**src/rtl/irq_pkg.sv**
```systemverilog
package irq_pkg;
  localparam int NUM_SRC = 4;
  localparam int VEC_W   = 8;
  localparam int REG_W   = 8;
  localparam int VEC_STEP = 4;

  typedef struct packed {
    logic               take;
    logic [NUM_SRC-1:0] takeSel;
  } irqStrobe_t;

  function automatic logic [VEC_W-1:0] vecOf(input int idx);
    return VEC_W'(VEC_STEP * (idx + 1));
  endfunction
endpackage

```
**src/rtl/irq_edge.sv**
```systemverilog
module irq_edge #(
  parameter bit RISING = 1'b1
) (
  input  logic clk,
  input  logic rstN,
  input  logic pin,
  output logic edgeHit
);
  logic syncA, syncB, prevB;

  always_ff @(posedge clk or negedge rstN) begin
    if (!rstN) begin
      syncA <= 1'b0;
      syncB <= 1'b0;
      prevB <= 1'b0;
    end else begin
      syncA <= pin;
      syncB <= syncA;
      prevB <= syncB;
    end
  end

  generate
    if (RISING) begin : g_rise
      assign edgeHit = syncB & ~prevB;
    end else begin : g_fall
      assign edgeHit = ~syncB & prevB;
    end
  endgenerate
endmodule

```
**src/rtl/irq_regs.sv**
```systemverilog
module irq_regs
  import irq_pkg::*;
#(
  parameter bit EXT0_RISING = 1'b1,
  parameter bit EXT1_RISING = 1'b0
) (
  input  logic               clk,
  input  logic               rstN,
  input  logic               extPin0,
  input  logic               extPin1,
  input  logic               timerOvf,
  input  logic               rcOvfA,
  input  logic               rcOvfB,
  input  logic               regAddr,
  input  logic               wrEn,
  input  logic [REG_W-1:0]   wrData,
  input  logic               retiPulse,
  input  irqStrobe_t         strb,
  output logic [REG_W-1:0]   rdData,
  output logic               gie,
  output logic [NUM_SRC-1:0] srcEn,
  output logic [NUM_SRC-1:0] srcFlag
);
  logic [NUM_SRC-1:0] hwSet;
  logic [NUM_SRC-1:0] wrHit;
  logic [NUM_SRC-1:0] wrEnBit;
  logic [NUM_SRC-1:0] wrFlagBit;
  logic ext0Edge, ext1Edge;
  logic wr0, wr1;

  irq_edge #(.RISING(EXT0_RISING)) u_edge0 (.clk(clk), .rstN(rstN), .pin(extPin0), .edgeHit(ext0Edge));
  irq_edge #(.RISING(EXT1_RISING)) u_edge1 (.clk(clk), .rstN(rstN), .pin(extPin1), .edgeHit(ext1Edge));

  assign wr0 = wrEn & ~regAddr;
  assign wr1 = wrEn & regAddr;

  assign hwSet     = {rcOvfA | rcOvfB, timerOvf, ext1Edge, ext0Edge};
  assign wrHit     = {wr1, wr0, wr0, wr0};
  assign wrEnBit   = {wrData[0], wrData[3], wrData[2], wrData[1]};
  assign wrFlagBit = {wrData[4], wrData[6], wrData[5], wrData[4]};

  generate
    for (genvar i = 0; i < NUM_SRC; i++) begin : g_src
      always_ff @(posedge clk or negedge rstN) begin
        if (!rstN) begin
          srcEn[i]   <= 1'b0;
          srcFlag[i] <= 1'b0;
        end else begin
          if (wrHit[i]) srcEn[i] <= wrEnBit[i];
          if (hwSet[i])
            srcFlag[i] <= 1'b1;
          else if (strb.take && strb.takeSel[i])
            srcFlag[i] <= 1'b0;
          else if (wrHit[i])
            srcFlag[i] <= wrFlagBit[i];
        end
      end
    end
  endgenerate

  always_ff @(posedge clk or negedge rstN) begin
    if (!rstN)           gie <= 1'b0;
    else if (strb.take)  gie <= 1'b0;
    else if (retiPulse)  gie <= 1'b1;
    else if (wr0)        gie <= wrData[0];
  end

  always_comb begin
    if (!regAddr)
      rdData = {1'b0, srcFlag[2], srcFlag[1], srcFlag[0], srcEn[2], srcEn[1], srcEn[0], gie};
    else
      rdData = {3'b000, srcFlag[3], 3'b000, srcEn[3]};
  end
endmodule

```
**src/rtl/irq_ctrl.sv**
```systemverilog
module irq_ctrl
  import irq_pkg::*;
(
  input  logic               gie,
  input  logic               stackFull,
  input  logic [NUM_SRC-1:0] srcEn,
  input  logic [NUM_SRC-1:0] srcFlag,
  output irqStrobe_t         strb,
  output logic               callReq,
  output logic [VEC_W-1:0]   callVector
);
  logic [NUM_SRC-1:0] eligible;
  logic [NUM_SRC-1:0] pick;
  logic               found;

  assign eligible = srcEn & srcFlag & {NUM_SRC{gie & ~stackFull}};

  always_comb begin
    pick       = '0;
    found      = 1'b0;
    callVector = '0;
    for (int i = 0; i < NUM_SRC; i++) begin
      if (eligible[i] && !found) begin
        pick[i]    = 1'b1;
        found      = 1'b1;
        callVector = vecOf(i);
      end
    end
  end

  assign callReq      = found;
  assign strb.take    = found;
  assign strb.takeSel = pick;
endmodule

```
**src/rtl/vec_irq_ctrl.sv**
```systemverilog
module vec_irq_ctrl
  import irq_pkg::*;
#(
  parameter bit EXT0_RISING = 1'b1,
  parameter bit EXT1_RISING = 1'b0
) (
  input  logic             clk,
  input  logic             rstN,
  input  logic             extPin0,
  input  logic             extPin1,
  input  logic             timerOvf,
  input  logic             rcOvfA,
  input  logic             rcOvfB,
  input  logic             regAddr,
  input  logic             wrEn,
  input  logic [REG_W-1:0] wrData,
  output logic [REG_W-1:0] rdData,
  input  logic             stackFull,
  input  logic             retiPulse,
  input  logic             retPulse,
  output logic             callReq,
  output logic [VEC_W-1:0] callVector,
  output logic             wakeReq
);
  irqStrobe_t         strb;
  logic               gie;
  logic [NUM_SRC-1:0] srcEn;
  logic [NUM_SRC-1:0] srcFlag;

  irq_regs #(.EXT0_RISING(EXT0_RISING), .EXT1_RISING(EXT1_RISING)) u_regs (
    .clk(clk), .rstN(rstN), .extPin0(extPin0), .extPin1(extPin1),
    .timerOvf(timerOvf), .rcOvfA(rcOvfA), .rcOvfB(rcOvfB),
    .regAddr(regAddr), .wrEn(wrEn), .wrData(wrData), .retiPulse(retiPulse),
    .strb(strb), .rdData(rdData), .gie(gie), .srcEn(srcEn), .srcFlag(srcFlag)
  );

  irq_ctrl u_ctrl (
    .gie(gie), .stackFull(stackFull), .srcEn(srcEn), .srcFlag(srcFlag),
    .strb(strb), .callReq(callReq), .callVector(callVector)
  );

  assign wakeReq = |srcFlag;
endmodule

```
**config.mk**
```make
export PLATFORM = sky130hd
export DESIGN_NAME = vec_irq_ctrl
export DESIGN_NICKNAME = d
export VERILOG_FILES = /design/src/rtl/irq_pkg.sv /design/src/rtl/irq_edge.sv /design/src/rtl/irq_regs.sv /design/src/rtl/irq_ctrl.sv /design/src/rtl/vec_irq_ctrl.sv
export SDC_FILE = /design/constraint.sdc
export NUM_CORES = 1
export LEC_CHECK = 0
export BUFFER_PORTS_ARGS = -buffer_cell sky130_fd_sc_hd__buf_2
export CORE_MARGIN = 8
export CORE_UTILIZATION = 49
export DETAILED_ROUTE_END_ITERATION = 10
export GPL_TIMING_DRIVEN = 0
export PLACE_DENSITY = 0.87
export SLEW_MARGIN = 30
export SYNTH_ARGS = -nofsm -noshare
export SYNTH_HDL_FRONTEND = slang
export SYNTH_HIERARCHICAL = 1
export SYNTH_SLANG_ARGS = --single-unit
export TNS_END_PERCENT = 30
```
**constraint.sdc**
```tcl
create_clock -name clk -period 1.84 [get_ports clk]
set_input_delay 0.092 -clock clk [delete_from_list [all_inputs] [get_ports clk]]
set_output_delay 0.092 -clock clk [all_outputs]
set_load 0.01 [all_outputs]
```
==> results_dict.tcl, run 1 <==
set metrics [dict create \
    via_per_inst 4.733 \
    clockBufferDepth 2 \
    cap_violations 0 \
    grt_usage 0.1165 \
    period_share 0.7960 \
    ctsResizeCount 0 \
    grt_max_degree 16 \
    setup_ws_ns 0.3753 \
    diodes 0 \
    drtIter0Drc 11 \
    synth_top_cell_area_share 0.4418 \
    io_pins 38 \
    setup_viol 0 \
    rsz0062_at_grt "no" \
    dieArea_um2 3322 \
    met3_wirelength_um 137 \
    yosys_warnings 6 \
    synth_area_per_cell_um2 11.80 \
    drv_slew 0 \
    drt_wl_total_um 1833 \
    cts-root-buf "clkbuf_4" \
    cts_made_buffers 3 \
    dr.pass1.iters 4 \
    gp_congestion 0.8554 \
    antenna_found_initial 0 \
    clock_latency_ns 0.27 \
    synth_area_leaders "dfrtp_1 (44%), mux2_2 (8.0%), buf_4 (7.1%)" \
    ant_nets 0 \
    place_ws_ns 0.4364 \
    grt_pass1_wl_um 3063 \
    tns_ns 0 \
    clock-sinks 15 \
    path_class "reg2out" \
    initial_core_util 0.5086 \
    clock-skew-final_ns 0.003304 \
    fmax_mhz 682.7 \
    report.final.hold_viol_count 0 \
    cts_tree "yes" \
    critical_path_buf_inv_count 1 \
    wl_met2_um 1049 \
    finalCriticalPeriod_ns 1.465 \
    holdCritPathClass "in2reg" \
    fin_nets 135 \
    synth_cells 72 \
    yosysUniqueCellTypes 23 \
    drc 0 \
    power.total_mw 0.8121 \
    nFillCells 129 \
    die_x_um 57.64 \
    required_ns 1.75 \
    wl_met1_um 635 \
    clk_pin_slew_ns 0.08 \
    cp_cell_sequence "or4_1 > buf_2" \
    overflow 0 \
    critPathLaunchType "register" \
    path_delay_family "simple AND/OR/NAND/NOR gates" \
    critPathMaxFanout 5 \
    grt_pass1_vias 666 \
    outcome "finished, final reports clean" \
    slowest_stage "or4_1" \
    drive_gt1_frac 0.5702 \
    htreeDepth 1 \
    wl_per_cell_um 13.99 \
    die_h_um 57.64 \
    cts_setup_buffers 0 \
    dpl.cell_count 121 \
    rows 15 \
    core_um2 1670 \
    slowest_delay_ns 0.52 \
    area.growth.synth_to_final_pct 30.93 \
    cp.arrival_ns 1.37 \
    final_cells 131 \
    ir_drop_uv 567.7 \
    seq_area_frac_synth 0.4418 \
    vias 620 \
    p_per_area_nw_per_um2 730.1 \
    io_buffers 28 \
    p_leak_nw 0.5662 \
    netlist_area_um2 849.6 \
    ys_ff_latch 15 \
    crit_path_end_kind "output port" \
    top_layer "met4" \
    yosys.area.top_type "dfrtp_1" \
]
per-layer routing:
metal  global-route usage  up-vias
li1                     -      310
met1               0.1120      292
met4              0.06429        0
met3              0.03311        2
met2               0.2170       16
met5                    0        -
report_power, final:
| group | leakage (nW) | internal (mW) | switching (mW) |
|---|---|---|---|
| combinational | 0.384 | 0.132 | 0.107 |
| clock | 0.0150 | 0.0839 | 0.0934 |
| sequential | 0.167 | 0.362 | 0.0336 |
cell families (layout without fill, tap and decap cells):
kind of cell	count (synthesis)	in the layout	synth area share
compound gates	8	8	0.07070
buf+inv	11	49	0.1016
flops	15	15	0.4418
mux	11	11	0.1620
other cells	2	6	0.008840
simple gates	25	25	0.2150
tightest hold or removal path, cell delays in order:
cell     delay [ns]
buf_2          0.09
inv_1          0.04
a21oi_1        0.05
flip-flops by register name, indices dropped and copies added (netlist names):
| register | flops |
|---|---|
| u_regs/gie | 1 |
| u_regs/srcEn | 4 |
| u_regs/srcFlag | 4 |
| u_regs/u_edge0/prevB | 1 |
| u_regs/u_edge0/syncA | 1 |
| u_regs/u_edge0/syncB | 1 |
| u_regs/u_edge1/prevB | 1 |
| u_regs/u_edge1/syncA | 1 |
| u_regs/u_edge1/syncB | 1 |
layout make-up:
| cell class | instances | area [um2] | share of cell area |
|---|---|---|---|
| multi-input combinational | 50 | 402.9 | 0.3622 |
| tap | 17 | 21.27 | 0.01912 |
| sequential | 15 | 375.4 | 0.3375 |
| clock buffer | 4 | 26.28 | 0.02362 |
| inverter | 1 | 3.754 | 0.003375 |
| buffer | 10 | 82.58 | 0.07424 |
| timing repair buffer | 34 | 200.2 | 0.1800 |
placed cells by master (no fill, tap or decap):
cell           count
a211o_1            1
mux2_2             6
conb_1             6
buf_2             28
buf_4              8
mux2_4             4
nand2b_4           2
mux2i_1            1
nand2_1            6
buf_6              2
dlygate4sd3_1      6
dfrtp_1           15
nor3b_2            1
and2b_2            5
nor2b_4            2
a21oi_1            2
a22oi_2            1
nor2b_2            1
nand3_1            1
a31oi_1            1
clkbuf_1           1
clkbuf_4           3
inv_1              1
nand2_2            2
or4_1              1
nor2_1             4
a21o_1             3
cell usage after synthesis:
cell type  count
nor2b_2        1
nand3_1        1
a22oi_2        1
buf_6          2
buf_4          8
or4_1          1
nand2b_4       2
a21oi_1        2
nand2_2        2
dfrtp_1       15
a31oi_1        1
and2b_2        5
mux2_2         6
nor3b_2        1
mux2_4         4
nand2_1        6
nor2b_4        2
mux2i_1        1
conb_1         2
a21o_1         3
a211o_1        1
nor2_1         4
inv_1          1
timing repair:
action,CTS,global route
endpoints found under the setup margin,0,0
hold buffers,6,0
hold endpoints to repair,19,0
path summary, 6_finish.rpt:
check | from | endpoint | slack (ns) | depth (start not counted)
setup reg to reg | u_regs/srcEn[1] | u_regs/srcFlag[3] | 0.42 | 5
hold reg to reg | u_regs/u_edge0/syncA | u_regs/u_edge0/syncB | 0.35 | 0
min in group asynchronous | rstN | u_regs/srcEn[2] | 0.24 | 2
max in group asynchronous | rstN | u_regs/u_edge0/prevB | 1.35 | 2
hold / removal | retiPulse | u_regs/gie | 0.05 | 3
setup / recovery | u_regs/srcFlag[1] | wakeReq | 0.38 | 2
through the flow:
step	hold slack, ns	utilization	area, um2
after floorplan	-0.2036	-	864.6
after global placement	0.007102	0.6142	1026
after detailed placement	0.01405	0.6142	1026
after CTS	0.03292	0.6659	1112
after global routing	0.03017	0.6659	1112
final	0.04660	0.6659	1112
(Power assumes the default switching activity.)
==> run 2, diff against run 1 <==
--- a/config.mk
+++ b/config.mk
@@ -7,10 +7,10 @@
 export LEC_CHECK = 0
 export BUFFER_PORTS_ARGS = -buffer_cell sky130_fd_sc_hd__buf_2
 export CORE_MARGIN = 8
-export CORE_UTILIZATION = 49
+export CORE_UTILIZATION = 45
 export DETAILED_ROUTE_END_ITERATION = 10
 export GPL_TIMING_DRIVEN = 0
-export PLACE_DENSITY = 0.87
+export PLACE_DENSITY = 0.81
 export SLEW_MARGIN = 30
 export SYNTH_ARGS = -nofsm -noshare
 export SYNTH_HDL_FRONTEND = slang
==> constraint.sdc (replaced) <==
create_clock -name clk -period 1.37 [get_ports clk]
set_input_delay 0.0685 -clock clk [delete_from_list [all_inputs] [get_ports clk]]
set_output_delay 0.0685 -clock clk [all_outputs]
set_load 0.01 [all_outputs]
==> results_dict.tcl, run 2 (synthesis gave the netlist of run 1 again) <==
set metrics [dict create \
    grt_max_degree 16 \
    ant_nets 0 \
    critPathMaxFanout 3 \
    die_x_um 59.45 \
    combPwrFrac 0.321 \
    nFillCells 129 \
    drtIter0Drc 7 \
    critical_path_buf_inv_count 1 \
    via_per_inst 4.490 \
    final_common_cell "buf_2" \
    dr.pass1.iters 2 \
    clk_pin_slew_ns 0.09 \
    vias 642 \
    overflow 0 \
    drc 0 \
    setup_ws_ns -0.06095 \
    clock-skew-final_ns 0.003536 \
    wl_per_cell_um 13.09 \
    place_ws_ns -0.02471 \
    area.growth.synth_to_final_pct 40.21 \
    drive_gt1_frac 0.6271 \
    grt_pass1_vias 707 \
    fin_nets 139 \
    rows 15 \
    slowest_stage "or4_4" \
    gp_congestion 0.7608 \
    clock_latency_ns 0.28 \
    dieArea_um2 3534 \
    clock-sinks 15 \
    die_h_um 59.45 \
    cts-root-buf "clkbuf_4" \
    io_buffers 28 \
    antenna_found_initial 0 \
    fmax_mhz 698.8 \
    seqPwrFrac 0.461 \
    holdCritPathClass "in2reg" \
    cts_made_buffers 3 \
    dp_hpwl_um 1452 \
    switchingPower_mw 0.3414 \
    drv_slew 0 \
    drt_wl_total_um 1872 \
    path_delay_family "simple AND/OR/NAND/NOR gates" \
    outcome "finished with violations" \
    critPathLaunchType "register" \
    crit_path_end_kind "output port" \
    reg.largest.list "u_regs/srcEn: 4 flops, u_regs/srcFlag: 4 flops" \
    clockBufferDepth 2 \
    initial_core_util 0.4867 \
    p_sw_frac 0.2977 \
    p_clk_frac 0.218 \
    p_int_mw 0.8052 \
    grt_usage 0.1144 \
    required_ns 1.30 \
    cap_violations 0 \
    cp_cell_sequence "or4_4 > buf_6" \
    period_share 1.044 \
    ir_drop_uv 750.9 \
    report.final.hold_viol_count 0 \
    p_leak_nw 0.5996 \
    cp.arrival_ns 1.36 \
    final_core_util 0.6824 \
    failed_checks "negative setup slack" \
    cts_tree "yes" \
    finalCriticalPeriod_ns 1.431 \
    io_pins 38 \
    core_um2 1745 \
    grt_pass1_wl_um 3084 \
    p_per_area_nw_per_um2 962.5 \
    path_class "reg2out" \
    rsz0062_at_grt "yes" \
    slowest_delay_ns 0.53 \
    setup_viol 3 \
    htreeDepth 1 \
    final_cell_mix "buf_2 (27), dfrtp_1 (14), buf_4 (11), dlygate4sd3_1 (7)" \
    diodes 0 \
]
==> run 2: path summary, 6_finish.rpt <==
path | from | endpoint | slack, ns | cells after the start
min in group asynchronous | rstN | u_regs/srcEn[1] | 0.21 | 2
max in group asynchronous | rstN | u_regs/srcFlag[2] | 0.89 | 2
min | wrData[2] | u_regs/srcEn[1] | 0.02 | 2
min reg2reg | u_regs/u_edge1/syncA | u_regs/u_edge1/syncB | 0.36 | 0
max | u_regs/srcFlag[1] | wakeReq | -0.06 | 2
max reg2reg | u_regs/srcFlag[1] | u_regs/srcFlag[3] | -0.03 | 5
==> run 2: per-layer routing <==
metal | wire, um | global-route usage
met1 | 743 | 0.1181
met2 | 962 | 0.2018
met3 | 166 | 0.04555
met4 | 0 | 0.04096
met5 | 0 | 0
==> run 2: timing repair <==
action | CTS | global route
setup buffers | 2 | 1
hold endpoints to repair | 20 | 0
setup endpoints to repair | 3 | 9
pin swaps | 2 | 1
hold buffers | 7 | 0
gates resized for setup | 6 | 2
==> run 2: power groups by stage <==
stage,registers [mW],clock network [mW],logic [mW]
after detailed placement,0.539,0,0.314
after global routing,0.537,0.281,0.400
after global placement,0.536,0,0.306
final,0.529,0.249,0.368
after floorplan,0.528,0,0.221
after CTS,0.529,0.264,0.358
==> run 2: cell type report <==
| cell class | instances | area [um2] | share of cell area |
|---|---|---|---|
| buffer | 10 | 82.58 | 0.06933 |
| clock buffer | 4 | 26.28 | 0.02206 |
| inverter | 1 | 3.754 | 0.003151 |
| multi-input combinational | 50 | 431.7 | 0.3624 |
| sequential | 15 | 376.6 | 0.3162 |
| tap | 25 | 31.28 | 0.02626 |
| timing repair buffer | 38 | 239.0 | 0.2006 |
==> run 2: stage by stage <==
stage	TNS (ns)	cells	power, mW	hold slack, ns	cell area, um2
final	-0.1148	143	1.147	0.01779	1191
after global routing	-0.5402	143	1.217	0.005523	1191
after CTS	-0.1937	142	1.152	0.004714	1180
after detailed placement	-0.02471	129	0.8525	-0.009313	1042
after global placement	-0.009790	129	0.8417	-0.01503	1042
after floorplan	-0.02317	76	0.7496	-0.2271	870.8
